===== config.mk =====
export PLATFORM = sky130hd
export DESIGN_NAME = ser_tx_core
export DESIGN_NICKNAME = d
export VERILOG_FILES = /design/src/rtl/ser_tx_pkg.sv /design/src/rtl/ser_word_timer.sv /design/src/rtl/ser_shift.sv /design/src/rtl/ser_out_mux.sv /design/src/rtl/ser_tx_core.sv
export SDC_FILE = /design/constraint.sdc
export NUM_CORES = 1
export LEC_CHECK = 0
export ABC_AREA = 1
export BUFFER_PORTS_ARGS = -buffer_cell sky130_fd_sc_hd__buf_2
export CAP_MARGIN = 0
export CELL_PAD_IN_SITES_DETAIL_PLACEMENT = 0
export CELL_PAD_IN_SITES_GLOBAL_PLACEMENT = 1
export CORE_MARGIN = 2
export CORE_UTILIZATION = 32
export DETAILED_ROUTE_END_ITERATION = 16
export PLACE_DENSITY_LB_ADDON = 0.1
export REMOVE_ABC_BUFFERS = 1
export SLEW_MARGIN = 20
export SYNTH_ARGS = -nofsm -noshare
export SYNTH_HDL_FRONTEND = slang
export SYNTH_SLANG_ARGS = --single-unit

===== constraint.sdc =====
create_clock -name clk -period 1.9 [get_ports clk]
set_input_delay 0.19 -clock clk [delete_from_list [all_inputs] [get_ports clk]]
set_output_delay 0.19 -clock clk [all_outputs]
set_load 0.05 [all_outputs]

===== src/rtl/ser_tx_pkg.sv =====
package ser_tx_pkg;
  typedef enum logic [1:0] {
    PATH_NORMAL = 2'd0,
    PATH_DIAG   = 2'd1,
    PATH_LINE   = 2'd2
  } lb_path_e;

  function automatic lb_path_e pick_path(input logic diag_n, input logic line_n);
    if (!line_n)      return PATH_LINE;
    else if (!diag_n) return PATH_DIAG;
    else              return PATH_NORMAL;
  endfunction
endpackage


===== src/rtl/ser_word_timer.sv =====
module ser_word_timer #(
  parameter int W = 4
) (
  input  logic clk,
  input  logic rst_n,
  output logic load_o,
  output logic word_clk_o
);
  localparam int CW = (W > 2) ? $clog2(W) : 1;
  localparam logic [CW-1:0] LAST = CW'(W - 1);
  localparam logic [CW-1:0] HALF = CW'(W / 2);

  logic [CW-1:0] cnt_q, cnt_d;

  always_comb begin
    if (cnt_q == LAST) cnt_d = '0;
    else               cnt_d = cnt_q + 1'b1;
  end

  always_ff @(posedge clk or negedge rst_n) begin
    if (!rst_n) cnt_q <= '0;
    else        cnt_q <= cnt_d;
  end

  assign load_o     = (cnt_q == LAST);
  assign word_clk_o = (cnt_q >= HALF);
endmodule


===== src/rtl/ser_shift.sv =====
module ser_shift #(
  parameter int W = 4
) (
  input  logic         clk,
  input  logic         rst_n,
  input  logic         load_i,
  input  logic [W-1:0] word_i,
  input  logic         msb_first_i,
  output logic         bit_o
);
  logic [W-1:0] sreg_q, sreg_d;
  logic         ord_q, ord_d;

  always_comb begin
    sreg_d = sreg_q;
    ord_d  = ord_q;
    if (load_i) begin
      sreg_d = word_i;
      ord_d  = msb_first_i;
    end else if (ord_q) begin
      sreg_d = {sreg_q[W-2:0], 1'b0};
    end else begin
      sreg_d = {1'b0, sreg_q[W-1:1]};
    end
  end

  always_ff @(posedge clk or negedge rst_n) begin
    if (!rst_n) begin
      sreg_q <= '0;
      ord_q  <= 1'b0;
    end else begin
      sreg_q <= sreg_d;
      ord_q  <= ord_d;
    end
  end

  assign bit_o = ord_q ? sreg_q[W-1] : sreg_q[0];
endmodule


===== src/rtl/ser_out_mux.sv =====
module ser_out_mux
  import ser_tx_pkg::*;
(
  input  logic ser_bit_i,
  input  logic hs_clk_i,
  input  logic squelch_n_i,
  input  logic diag_lb_n_i,
  input  logic line_lb_n_i,
  input  logic clk_off_i,
  input  logic rx_data_i,
  input  logic rx_clk_i,
  output logic tx_data_o,
  output logic tx_clk_o,
  output logic deser_in_o,
  output logic cfg_err_o
);
  lb_path_e path;

  always_comb begin
    path       = pick_path(diag_lb_n_i, line_lb_n_i);
    tx_data_o  = squelch_n_i ? ser_bit_i : 1'b0;
    tx_clk_o   = hs_clk_i;
    deser_in_o = rx_data_i;
    unique case (path)
      PATH_LINE: begin
        tx_data_o = rx_data_i;
        tx_clk_o  = rx_clk_i;
      end
      PATH_DIAG:   deser_in_o = ser_bit_i;
      default:     ;
    endcase
    if (clk_off_i) tx_clk_o = 1'b0;
    cfg_err_o = !diag_lb_n_i && !line_lb_n_i;
  end
endmodule


===== src/rtl/ser_tx_core.sv =====
module ser_tx_core #(
  parameter int W = 4
) (
  input  logic         clk,
  input  logic         rst_n,
  input  logic [W-1:0] word_i,
  input  logic         msb_first_i,
  input  logic         squelch_n_i,
  input  logic         diag_lb_n_i,
  input  logic         line_lb_n_i,
  input  logic         clk_off_i,
  input  logic         rx_data_i,
  input  logic         rx_clk_i,
  output logic         word_rd_o,
  output logic         word_clk_o,
  output logic         tx_data_o,
  output logic         tx_clk_o,
  output logic         deser_in_o,
  output logic         cfg_err_o
);
  logic [1:0] rst_pipe_q;
  logic       rst_sync_n;
  logic       ser_bit;

  always_ff @(posedge clk or negedge rst_n) begin
    if (!rst_n) rst_pipe_q <= 2'b00;
    else        rst_pipe_q <= {rst_pipe_q[0], 1'b1};
  end
  assign rst_sync_n = rst_pipe_q[1];

  ser_word_timer #(.W(W)) u_timer (
    .clk        (clk),
    .rst_n      (rst_sync_n),
    .load_o     (word_rd_o),
    .word_clk_o (word_clk_o)
  );

  ser_shift #(.W(W)) u_shift (
    .clk         (clk),
    .rst_n       (rst_sync_n),
    .load_i      (word_rd_o),
    .word_i      (word_i),
    .msb_first_i (msb_first_i),
    .bit_o       (ser_bit)
  );

  ser_out_mux u_mux (
    .ser_bit_i   (ser_bit),
    .hs_clk_i    (clk),
    .squelch_n_i (squelch_n_i),
    .diag_lb_n_i (diag_lb_n_i),
    .line_lb_n_i (line_lb_n_i),
    .clk_off_i   (clk_off_i),
    .rx_data_i   (rx_data_i),
    .rx_clk_i    (rx_clk_i),
    .tx_data_o   (tx_data_o),
    .tx_clk_o    (tx_clk_o),
    .deser_in_o  (deser_in_o),
    .cfg_err_o   (cfg_err_o)
  );
endmodule


==> load_flow_metrics.sql <==
INSERT INTO impl_metrics (metric_group, metric, value, unit) VALUES
('run_status', 'outcome', 'completed', ''),
('logic_synthesis', 'synth_cell_type_count', '12', ''),
('logic_synthesis', 'mapped_area', '433', 'µm²'),
('placement', 'placed_wire_length_estimate_after_detailed_placement', '633', 'µm'),
('power_and_ir_drop', 'portion_of_total_power_attributed_to_combinational_logic', '10.7', '%'),
('timing', 'final_max_slew_viol_count', '0', ''),
('routing', 'post-route-drc-count', '0', ''),
('logic_synthesis', 'synth.ff_latch_count', '9', ''),
('logic_synthesis', 'yosys-top-cells-area', 'dfrtp_1, nand2_1, inv_1', ''),
('timing', 'finalSetupViolCount', '0', ''),
('critical_path', 'critical-path-max-stage-delay', '0.20', 'ns'),
('critical_path', 'crit_path_cell_trace', 'clkbuf_4 -> clkbuf_4 -> nand2_1 -> a21oi_1 -> buf_2', ''),
('final_layout', 'antenna_cells', '0', ''),
('routing', 'route.top_layer_used', 'met4', ''),
('placement', 'port_buffers', '18', ''),
('timing', 'fin_worst_skew', '0.00364', 'ns'),
('logic_synthesis', 'post_synth.cell_area_avg', '7.60', 'µm²'),
('timing', 'rsz0062_at_grt', 'no', ''),
('placement', 'place.gp.congestion', '0.649', ''),
('final_layout', 'drive_gt1_share', '32.5', '%'),
('critical_path', 'reg2reg_setup_slack', '0.82', 'ns'),
('clocking', 'cts.clk_slew.worst_paths', '0.06', 'ns'),
('floorplanning', 'number_of_rows_created_at_floorplan', '13', ''),
('critical_path', 'timing.critical_path.fanout_max', '2', ''),
('global_route', 'number_of_antenna_violations_at_the_first_check_in_global_routing', '0', ''),
('routing', 'wire_length_after_detailed_routing', '781', 'µm'),
('routing', 'drt.antenna.violating_nets', '0', ''),
('logic_synthesis', 'synth-compound-area-share', '3.47', '%'),
('logic_synthesis', 'synth.top_cell.area_share', '52.0', '%'),
('final_layout', 'finished_layout_cells', '98', ''),
('floorplanning', 'initial_core_util', '33.7', '%'),
('power_and_ir_drop', 'internal_power', '378', 'µW'),
('global_route', 'number_of_global_route_vias_before_repair', '313', ''),
('clocking', 'post_cts.resized_instances', '0', ''),
('routing', 'met2RoutedLength', '403', 'µm'),
('power_and_ir_drop', 'total_switching_power', '141', 'µW'),
('logic_synthesis', 'yosysSeqAreaShare', '52.0', '%'),
('routing', 'detail_route.wirelength.met1', '331', 'µm'),
('global_route', 'grt_pass1_wl', '1040', 'µm'),
('logic_synthesis', 'synth_top_family_by_area', 'simple AND/OR/NAND/NOR gates', ''),
('job', 'number_of_max_cap_violations', '0', ''),
('floorplanning', 'die_area', '1660', 'µm²'),
('routing', 'route.detailed.vias_per_inst', '4.17', ''),
('critical_path', 'criticalPathCategory', 'clock port to output port', ''),
('routing', 'drt-wirelength-per-cell', '7.97', 'µm'),
('clocking', 'clk-insertion-delay-late', '0.36', 'ns'),
('timing', 'fin_worst_hold_slack', '0.0221', 'ns'),
('logic_synthesis', 'synth-simple-area-share', '29.2', '%'),
('critical_path', 'end_kind', 'output port', ''),
('global_route', 'grt_max_degree', '9', ''),
('critical_path', 'timing.critical_path.mode_cell', 'clkbuf_4', ''),
('floorplanning', 'io_pins', '19', ''),
('critical_path', 'path_delay_family', 'buffers and inverters', ''),
('routing', 'met3WireLength', '28', 'µm'),
('worst_hold_path', 'hold_path_class', 'input pin to flop', ''),
('critical_path', 'worst-path-buf-inv', '3', ''),
('critical_path', 'slowest_stage_cell_on_the_critical_path', 'buf_2', ''),
('power_and_ir_drop', 'power.total', '518', 'µW'),
('logic_synthesis', 'yosys-mux-area-fraction', '0', '%'),
('logic_synthesis', 'synth_largest_area_cell', 'dfrtp_1', ''),
('floorplanning', 'core_region_area', '1280', 'µm²'),
('power_and_ir_drop', 'seqPwrFrac', '39.7', '%'),
('critical_path', 'start_kind', 'clock port', ''),
('routing', 'initialDrtViolationCount', '3', ''),
('floorplanning', 'die_height', '40.8', 'µm'),
('logic_synthesis', 'netlist_instances', '57', ''),
('logic_synthesis', 'synth-xor-area-share', '0', '%'),
('timing', 'fin_setup_tns', '0', 'ns'),
('global_route', 'grt_overflow_total', '0', ''),
('final_layout', 'nNetsFinal', '99', ''),
('power_and_ir_drop', 'power_per_cell_area', '863', 'nW/µm²');
[kinds of logic after synthesis]
family / count (synthesis)
flops: 9
compound gates: 3
buf+inv: 10
fa+ha+maj: 2
other cells: 1
simple gates: 32
[cell usage in the layout (no fill, tap or decap), drive strengths merged]
cell type,instances
ha,2
dlygate4sd3,1
conb,1
or2,1
nor2,3
buf,18
dfrtp,9
nand3,3
a21oi,1
clkbuf,7
nand2,25
inv,10
o21ai,2
[worst min-delay path, stage by stage]
cell     delay, ns
buf_2         0.07
nand2_1       0.04
nand2_1       0.05
[stage by stage]
stage | area [µm²] | setup slack (ns) | util, %
floorplan | 433 | 0.423 | -
detailed placement | 542 | 0.468 | 42.2
CTS | 601 | 0.212 | 46.7
finish | 601 | 0.226 | 46.7
global route | 601 | 0.184 | 46.7
global placement | 542 | 0.468 | 42.2
[state kept, by name, indices dropped and copies added (netlist names)]
register and cells:
u_timer.cnt_q 2, u_shift.ord_q 1, u_shift.sreg_q 4, rst_pipe_q 2
[repair_timing]
item	4_1_cts	5_1_grt
setup buffers	0	0
hold buffers	1	0
endpoints found under the setup margin	0	0
hold endpoints to repair	2	0
[layer usage]
metal | global-route usage [%] | up-vias
met3 | 10.3 | 2
met5 | 0 | -
li1 | - | 218
met4 | 12.5 | 0
met1 | 9.56 | 183
met2 | 15.2 | 6
[layout make-up]
cell class | instances | area, µm²
Tap cell | 15 | 18.8
Sequential cell | 9 | 225
Fill cell | 146 | 684
Multi-Input combinational cell | 38 | 170
Clock buffer | 8 | 53.8
Timing Repair Buffer | 18 | 95.1
Inverter | 10 | 37.5
[power groups by stage]
stage | clock network, mW | registers, mW | logic, mW
6_report | 0.257 | 0.206 | 0.0555
3_5_place_dp | 0.0313 | 0.210 | 0.0547
4_1_cts | 0.268 | 0.206 | 0.0563
2_1_floorplan | 0.0270 | 0.208 | 0.0340
5_1_grt | 0.289 | 0.207 | 0.0619
3_3_place_gp | 0.0313 | 0.210 | 0.0545
[path summary, 6_finish.rpt]
path,start,end,cells after the start
max,clk,tx_clk_o,5
min,word_i[1],u_shift.sreg_q[1],3
max reg2reg,u_timer.cnt_q[0],u_shift.sreg_q[3],4
min reg2reg,rst_pipe_q[1],u_shift.ord_q,0
max in group asynchronous,rst_pipe_q[1],u_timer.cnt_q[1],0
min in group asynchronous,rst_pipe_q[1],u_shift.ord_q,0
[synthesized netlist by cell type]
| cell type | n |
|---|---|
| inv_2 | 2 |
| conb_1 | 1 |
| or2_2 | 1 |
| nand2_1 | 25 |
| o21ai_0 | 1 |
| ha_1 | 2 |
| dfrtp_1 | 9 |
| nor2_1 | 3 |
| a21oi_1 | 1 |
| o21ai_1 | 1 |
| inv_1 | 8 |
| nand3_1 | 3 |
Note: power is estimated with default switching activity, not from simulation.
